<file path="config.mk">
export PLATFORM = sky130hd
export DESIGN_NAME = pgbuf_commit
export DESIGN_NICKNAME = d
export VERILOG_FILES = /design/src/rtl/pgbuf_pkg.sv /design/src/rtl/pgbuf_store.sv /design/src/rtl/pgbuf_timer.sv /design/src/rtl/pgbuf_seq.sv /design/src/rtl/pgbuf_commit.sv
export SDC_FILE = /design/constraint.sdc
export NUM_CORES = 1
export LEC_CHECK = 0
export BUFFER_PORTS_ARGS = -buffer_cell sky130_fd_sc_hd__buf_2
export CAP_MARGIN = 40
export CORE_MARGIN = 3
export CORE_UTILIZATION = 58
export CTS_CLUSTER_DIAMETER = 150
export DETAILED_ROUTE_END_ITERATION = 7
export MAX_ROUTING_LAYER = met4
export PLACE_DENSITY = 0.83
export SETUP_SLACK_MARGIN = 0.3
export SLEW_MARGIN = 20
export SYNTH_ARGS = -nofsm -noshare
export SYNTH_HDL_FRONTEND = slang
export SYNTH_SLANG_ARGS = --single-unit
</file>
<file path="constraint.sdc">
create_clock -name clk -period 7.7 [get_ports clk]
set_clock_uncertainty 0.1 [all_clocks]
set_input_delay 1.54 -clock clk [delete_from_list [all_inputs] [get_ports clk]]
set_output_delay 1.54 -clock clk [all_outputs]
set_load 0.01 [all_outputs]
</file>
<file path="src/rtl/pgbuf_pkg.sv">
package pgbuf_pkg;
  localparam int unsigned DEF_ADDR_W    = 15;
  localparam int unsigned DEF_DATA_W    = 8;
  localparam int unsigned DEF_PAGE_BITS = 6;
  localparam int unsigned DEF_PROG      = 200;
endpackage

</file>
<file path="src/rtl/pgbuf_store.sv">
module pgbuf_store #(
  parameter int unsigned DATA_W    = 8,
  parameter int unsigned PAGE_BITS = 6,
  parameter int unsigned ROW_W     = 9,
  localparam int unsigned PAGE     = 1 << PAGE_BITS
) (
  input  logic                 clk,
  input  logic                 rst_n,
  input  logic                 load_i,
  input  logic [ROW_W-1:0]     load_row_i,
  input  logic [PAGE_BITS-1:0] load_off_i,
  input  logic                 clear_i,
  input  logic                 put_i,
  input  logic                 keep_i,
  input  logic [DATA_W-1:0]    put_data_i,
  input  logic                 retire_i,
  input  logic [PAGE_BITS-1:0] rd_idx_i,
  output logic [ROW_W-1:0]     row_o,
  output logic [PAGE-1:0]      dirty_o,
  output logic [DATA_W-1:0]    rd_data_o,
  output logic                 any_dirty_o
);
  logic [PAGE_BITS-1:0] ptr_q;
  logic [ROW_W-1:0]     row_q;
  logic [PAGE-1:0]      dirty_q;
  logic [DATA_W-1:0]    mem_q [PAGE];

  always_ff @(posedge clk or negedge rst_n) begin
    if (!rst_n) begin
      ptr_q   <= '0;
      row_q   <= '0;
      dirty_q <= '0;
    end else if (load_i) begin
      ptr_q   <= load_off_i;
      row_q   <= load_row_i;
      dirty_q <= '0;
    end else begin
      if (clear_i) begin
        dirty_q <= '0;
      end else begin
        if (put_i && keep_i) dirty_q[ptr_q] <= 1'b1;
        if (retire_i)        dirty_q[rd_idx_i] <= 1'b0;
      end
      if (put_i) ptr_q <= ptr_q + 1'b1;
    end
  end

  always_ff @(posedge clk) begin
    if (put_i && keep_i) mem_q[ptr_q] <= put_data_i;
  end

  assign row_o       = row_q;
  assign dirty_o     = dirty_q;
  assign rd_data_o   = mem_q[rd_idx_i];
  assign any_dirty_o = |dirty_q;
endmodule

</file>
<file path="src/rtl/pgbuf_timer.sv">
module pgbuf_timer #(
  parameter int unsigned PROG_CYCLES = 200,
  localparam int unsigned CW = $clog2(PROG_CYCLES + 1)
) (
  input  logic clk,
  input  logic rst_n,
  input  logic fire_i,
  output logic busy_o
);
  logic [CW-1:0] tmr_q;
  logic          busy_q;

  always_ff @(posedge clk or negedge rst_n) begin
    if (!rst_n) begin
      tmr_q  <= '0;
      busy_q <= 1'b0;
    end else if (!busy_q) begin
      if (fire_i) begin
        busy_q <= 1'b1;
        tmr_q  <= CW'(PROG_CYCLES - 1);
      end
    end else if (tmr_q == '0) begin
      busy_q <= 1'b0;
    end else begin
      tmr_q <= tmr_q - 1'b1;
    end
  end

  assign busy_o = busy_q;
endmodule

</file>
<file path="src/rtl/pgbuf_seq.sv">
module pgbuf_seq #(
  parameter int unsigned PAGE_BITS = 6,
  localparam int unsigned PAGE     = 1 << PAGE_BITS
) (
  input  logic                 clk,
  input  logic                 rst_n,
  input  logic                 go_i,
  input  logic [PAGE-1:0]      dirty_i,
  output logic [PAGE_BITS-1:0] idx_o,
  output logic                 we_o
);
  logic                 active_q;
  logic [PAGE_BITS-1:0] idx_q;

  always_ff @(posedge clk or negedge rst_n) begin
    if (!rst_n) begin
      active_q <= 1'b0;
      idx_q    <= '0;
    end else if (go_i) begin
      active_q <= 1'b1;
      idx_q    <= '0;
    end else if (active_q) begin
      if (&idx_q) active_q <= 1'b0;
      else        idx_q    <= idx_q + 1'b1;
    end
  end

  assign idx_o = idx_q;
  assign we_o  = active_q && dirty_i[idx_q];
endmodule

</file>
<file path="src/rtl/pgbuf_commit.sv">
module pgbuf_commit
  import pgbuf_pkg::*;
#(
  parameter int unsigned ADDR_W      = DEF_ADDR_W,
  parameter int unsigned DATA_W      = DEF_DATA_W,
  parameter int unsigned PAGE_BITS   = DEF_PAGE_BITS,
  parameter int unsigned PROG_CYCLES = DEF_PROG
) (
  input  logic              clk,
  input  logic              rst_n,
  input  logic              start_i,
  input  logic              addr_load_i,
  input  logic [ADDR_W-1:0] addr_i,
  input  logic              wp_i,
  input  logic              byte_valid_i,
  input  logic [DATA_W-1:0] byte_data_i,
  output logic              byte_ready_o,
  input  logic              stop_i,
  output logic              busy_o,
  output logic              arr_we_o,
  output logic [ADDR_W-1:0] arr_addr_o,
  output logic [DATA_W-1:0] arr_data_o
);
  localparam int unsigned ROW_W = ADDR_W - PAGE_BITS;
  localparam int unsigned PAGE  = 1 << PAGE_BITS;

  logic                 busy;
  logic                 any_dirty;
  logic [PAGE-1:0]      dirty;
  logic [ROW_W-1:0]     row;
  logic [PAGE_BITS-1:0] scan_idx;
  logic [DATA_W-1:0]    scan_data;
  logic                 scan_we;
  logic                 take, go, discard, load;

  assign take    = byte_valid_i && !busy;
  assign load    = addr_load_i && !busy;
  assign go      = stop_i && !busy && any_dirty;
  assign discard = !busy && (start_i || (stop_i && !any_dirty));

  pgbuf_store #(.DATA_W(DATA_W), .PAGE_BITS(PAGE_BITS), .ROW_W(ROW_W)) u_store (
    .clk(clk), .rst_n(rst_n),
    .load_i(load), .load_row_i(addr_i[ADDR_W-1:PAGE_BITS]),
    .load_off_i(addr_i[PAGE_BITS-1:0]),
    .clear_i(discard), .put_i(take), .keep_i(!wp_i), .put_data_i(byte_data_i),
    .retire_i(scan_we), .rd_idx_i(scan_idx),
    .row_o(row), .dirty_o(dirty), .rd_data_o(scan_data), .any_dirty_o(any_dirty)
  );

  pgbuf_timer #(.PROG_CYCLES(PROG_CYCLES)) u_timer (
    .clk(clk), .rst_n(rst_n), .fire_i(go), .busy_o(busy)
  );

  pgbuf_seq #(.PAGE_BITS(PAGE_BITS)) u_seq (
    .clk(clk), .rst_n(rst_n), .go_i(go), .dirty_i(dirty),
    .idx_o(scan_idx), .we_o(scan_we)
  );

  assign busy_o       = busy;
  assign byte_ready_o = !busy;
  assign arr_we_o     = scan_we;
  assign arr_addr_o   = {row, scan_idx};
  assign arr_data_o   = scan_data;
endmodule

</file>
# After elaboration in Yosys (flattened, before gate mapping)
# Memory sizes are Yosys's and may differ from the RTL's.
# Cells that the tools add are included.
[classes] mux=28 bitwise=3 n_eq_ne=2 div=0 n_lt_le_gt_ge=4 mul=0 n_reduce_logical=22 shifts=0 addsub=3
[ops] operator="two-way mux 64 bit" count=6
[ops] operator="bitwise AND 64 bit" count=1
[ops] operator="NOT 64 bit" count=1
[ops] operator="bitwise OR 64 bit" count=1
[ops] operator="OR reduction 64 bit" count=1
[ops] operator="two-way mux 6 bit" count=5
[ops] operator="two-way mux 8 bit" count=3
[ops] operator="less-than comparator 6 x 7 -> 1 bit, second input constant" count=2
[ops] operator="adder 6 x 1 -> 6 bit, second input constant" count=2
[ops] operator="demux 1 bit (select 6 bit)" count=2
[ops] operator=">= comparator 6 x 1 -> 1 bit, second input constant" count=2
[ops] operator="two-way mux 1 bit" count=11
[ops] operator="logical AND 1 bit" count=10
[ops] operator="logical NOT 8 bit" count=1
[ops] operator="subtractor 8 x 1 -> 8 bit, second input constant" count=1
[ops] operator="binary-select mux 1 bit (select 6 bit)" count=1
[ops] operator="AND reduction 6 bit" count=1
[ops] operator="nonzero test 2 bit" count=3
[ops] operator="!= test 2 bit, second input constant" count=2
[ops] operator="AND reduction 2 bit" count=2
[ops] operator="logical NOT 1 bit" count=3
[ops] operator="logical OR 1 bit" count=1
[totals] register_bits=95 word_cells=70 latch_bits=0 out_inout_bits=26 mem_count=1 inputBits=30 rom_bits=0 ram_bits=512
[memory_table] memory="u_store.mem_q" depth=64 word_bits=8 rd=1 rd_clocked_by_memory_dff=0 write_ports=1 line_no="pgbuf_store.sv:26" rtl="logic [DATA_W-1:0] mem_q [PAGE];"

# Logic depth before layout (Yosys ltp)
[depth] depth_word=12 mapped_depth=12 depth_no_buf=8

# By module
# Synthesis repeated with hierarchy kept, for this count alone.
[hier_totals] hier_cells=1537 area_unflattened_um2=24731.2
[by_module_without_submodules] mod="pgbuf_store" cells_per_inst=1397 seq_area_each_um2=17351.6 area_per_inst_um2=23276.1 n_inst=1
[by_module_without_submodules] mod="pgbuf_seq" cells_per_inst=81 seq_area_each_um2=175.2 area_per_inst_um2=914.6 n_inst=1
[by_module_without_submodules] mod="pgbuf_timer" cells_per_inst=52 seq_area_each_um2=225.2 area_per_inst_um2=496.7 n_inst=1
[by_module_without_submodules] mod="pgbuf_commit" cells_per_inst=7 seq_area_each_um2=0.0 area_per_inst_um2=43.8 n_inst=1

# Worst setup path after synthesis
# No wires, ideal clock.
[synth_path] path_kind="reg2out" from="register u_seq.idx_q[0], in the netlist u_seq.idx_o[0]" to="output arr_data_o[7]" path_slack_ns=3.733 arrival_ns=2.327 path_stages_with_launch=10 required_time_ns=6.060 path_buffers=3 cell_sequence="dfrtp_1 buf_4 buf_6 buf_4 mux2_2 a22oi_1 o21ai_0 a311oi_1 o2bb2ai_1 or4_1"
[synth_between] elab_chain_len=1
[synth_lines] element="from (decl)" line_no="pgbuf_seq.sv:13" rtl="logic [PAGE_BITS-1:0] idx_q;"
[synth_lines] element="from (signal assigned)" line_no="pgbuf_seq.sv:24" rtl="else idx_q <= idx_q + 1'b1;"
[synth_lines] element="memory (64 x 8 bit)"
[synth_lines] element="to (decl)" line_no="pgbuf_commit.sv:22" rtl="output logic [DATA_W-1:0] arr_data_o"
# Every way passes these cells.

# Final worst setup path
[layout_path] from="register u_seq.idx_q[2], in the netlist u_seq.idx_o[2]" to="output arr_data_o[5]"
# The elaborated chain is that of the path after synthesis.

==> impl_metrics.json <==
{
  "htreeDepth": 2,
  "final_hold_viol_count": 0,
  "synthCells": 1555,
  "grt_max_degree": 65,
  "hold_buffers": 0,
  "crit_arrival_ns": 4.24,
  "dp_hpwl_um": 47700,
  "worst_setup_path_start_kind": "register",
  "min_period_over_period_pct": 76.3,
  "gp_congestion": 1.02,
  "ys_warn_count": 0,
  "synth_cell_types": 67,
  "numCtsBuffers": 57,
  "initial_core_util_pct": 59.0,
  "finalNonFillerCells": 2244,
  "routed_wl_um": 75300,
  "drc": 0,
  "ios": 56,
  "irDropWorstVdd_v": 0.000196,
  "final_common_cell": "edfxtp_1",
  "crit_fanout": 33,
  "dieHeight_um": 210,
  "power_density_mw_per_mm2": 353,
  "yosysSeqAreaShare_pct": 73.3,
  "hp-class": "reg2reg",
  "clkLatencyLatePin_ns": 0.62,
  "fin_nets": 1697,
  "tritoncts": "built",
  "mostFrequentLayoutCells": "edfxtp_1 (512), a22oi_1 (135), o21ai_0 (95)",
  "area_delta_synth_final_pct": 14.0,
  "cp-end-kind": "output pin",
  "slew_headroom_pct": 35.5,
  "ant_nets": 0,
  "synth_seq_cells": 607,
  "io_buffers": 55,
  "coreArea_mm2": 0.0410,
  "finalSetupTns_ns": 0,
  "yosysTopAreaCellShare_pct": 63.5,
  "fin_crit_ns": 5.88,
  "chipWidth_um": 210,
  "via_per_inst": 7.39,
  "setup_violations": 0,
  "cp.required_ns": 6.06,
  "syn_nets": 1588,
  "first_global_vias": 16362,
  "diodes": 0,
  "yosys_most_used_dff": "edfxtp_1",
  "drive_gt1_share_pct": 19.9,
  "rsz0062_at_grt": "no",
  "gr-usage-all-layers_pct": 34.8,
  "via_count": 16581,
  "synth.area.top_cells": "edfxtp_1 (64%), dfrtp_1 (9.8%), a22oi_1 (4.2%)",
  "cap_viol_max_count": 0,
  "synthArstFlopShare_pct": 15.7,
  "die_area_mm2": 0.0442,
  "clk_pin_slew_ns": 0.06,
  "crit_type": "reg2out",
  "cts-root-buf": "clkbuf_16",
  "synth-edff-count": 512,
  "p_leak_uw": 0.00934,
  "grt_antenna_before_repair": 0,
  "wl_per_cell_um": 33.6,
  "cts_max_path_buffers": 3,
  "placed_cells": 2132,
  "rows": 74,
  "syn_area_mm2": 0.0242,
  "cts_sinks": 607,
  "tightest_slew_ns": 0.967,
  "yosysTopAreaCell": "edfxtp_1",
  "fmax_mhz": 170,
  "nFillCells": 2624,
  "avgSynthCellArea_um2": 15.6,
  "overflow": 0,
  "drtIter0Drc": 3253,
  "dr.pass1.iters": 8,
  "post_cts_resized": 0,
  "cts_setup_buffers": 0,
  "grt_pass1_wl_um": 109000,
  "drv_slew": 0,
  "status": "complete, no violations"
}
==> per-layer routing <==
metal | GRT usage [%] | share of wire, % | vias to the layer above
met2 | 50.3 | 44 | 1711
met4 | 17.1 | 6.0 | 0
li1 | - | - | 6491
met5 | - | 0 | -
met1 | 44.6 | 33 | 8006
met3 | 12.1 | 16 | 373
==> cell families (layout without fill, tap and decap cells) <==
group | count (synthesis) | count (layout) | share of synthesized area, %
compound gates | 451 | 451 | 13.5
simple gates | 291 | 291 | 6.02
flops | 607 | 607 | 73.3
fa+ha+maj | 3 | 3 | 0.155
xor+xnor | 12 | 12 | 0.434
buf+inv | 115 | 272 | 2.24
mux | 76 | 76 | 4.35
==> worst max-delay path, stage by stage, from the launching register on <==
cell and delay [ns]:
dfrtp_2 0.94, buf_4 0.48, mux4_2 0.35, and2_1 0.18
a211oi_1 0.75, a311oi_1 0.11, or4_1 0.63, buf_2 0.18
==> synth_stat cells (5+ instances only) <==
library cell    n
mux2i_1        22
nor4_1         18
nand2b_1        7
nor2_1        104
xor2_1          5
buf_4           6
a221oi_1       38
inv_1           6
clkbuf_1       53
dfrtp_1        95
a22oi_1       135
a222oi_1       12
o21ai_0        95
nand2_1        54
a21oi_1        43
nand3_1        11
o2bb2ai_1       6
a31oi_1        56
and2_1         13
nor3_1          6
edfxtp_1      512
a31oi_4        10
xnor2_1         7
mux2_2         34
and3b_1         5
mux4_2         20
buf_1          13
nand4_1        23
nor2b_1        16
buf_6           5
nor3b_1         5
a22o_1         15
o211ai_1        5
buf_2          31
==> stage by stage <==
stage	power (µW)	hold slack [ns]	setup WS, ns	cell area (µm²)	utilization (%)
2_1_floorplan	5550	0.379	3.73	24200	-
3_3_place_gp	6570	0.387	2.20	25000	60.9
3_5_place_dp	6720	0.392	2.19	25600	62.5
4_1_cts	9540	0.405	1.50	27500	67.1
5_1_grt	9910	0.423	1.72	27600	67.2
6_report	9720	0.402	1.82	27600	67.2
==> where the power goes <==
part / internal (µW) / total (µW) / switching (µW)
Combinational: 963 / 2970 / 2010
Clock: 1630 / 2850 / 1230
Sequential: 3640 / 3900 / 253
==> final timing paths <==
| check | from | endpoint | slack [ns] | cells after the start |
|---|---|---|---|---|
| setup / recovery | u_seq.idx_o[2] | arr_data_o[5] | 1.82 | 7 |
| hold reg to reg | u_store.row_o[4] | u_store.row_o[4] | 0.40 | 1 |
| setup reg to reg | u_seq.idx_o[2] | u_store.dirty_o[36] | 3.73 | 9 |
| max in group asynchronous | rst_n | u_seq.idx_o[1] | 5.56 | 2 |
| hold / removal | u_store.row_o[4] | u_store.row_o[4] | 0.40 | 1 |
| min in group asynchronous | rst_n | u_timer.tmr_q[0] | 0.87 | 1 |
==> flip-flops by register name, indices dropped and copies added (netlist names) <==
name,count
u_store.mem_q,512
u_timer.tmr_q,8
u_seq.active_q,1
u_store.ptr_q,6
u_timer.busy_o,1
u_store.dirty_o,64
u_seq.idx_o,6
u_store.row_o,9
==> layout make-up <==
class,count,area [µm²],area share [%]
clock buffers,65,1500,5.43
clock inverters,42,388,1.41
inverters,6,22.5,0.0817
multi-input cells,833,5980,21.7
flip-flops and latches,607,17800,64.4
well taps,532,666,2.41
repair buffers,159,1260,4.59
Power figures use the tool's default switching activity.
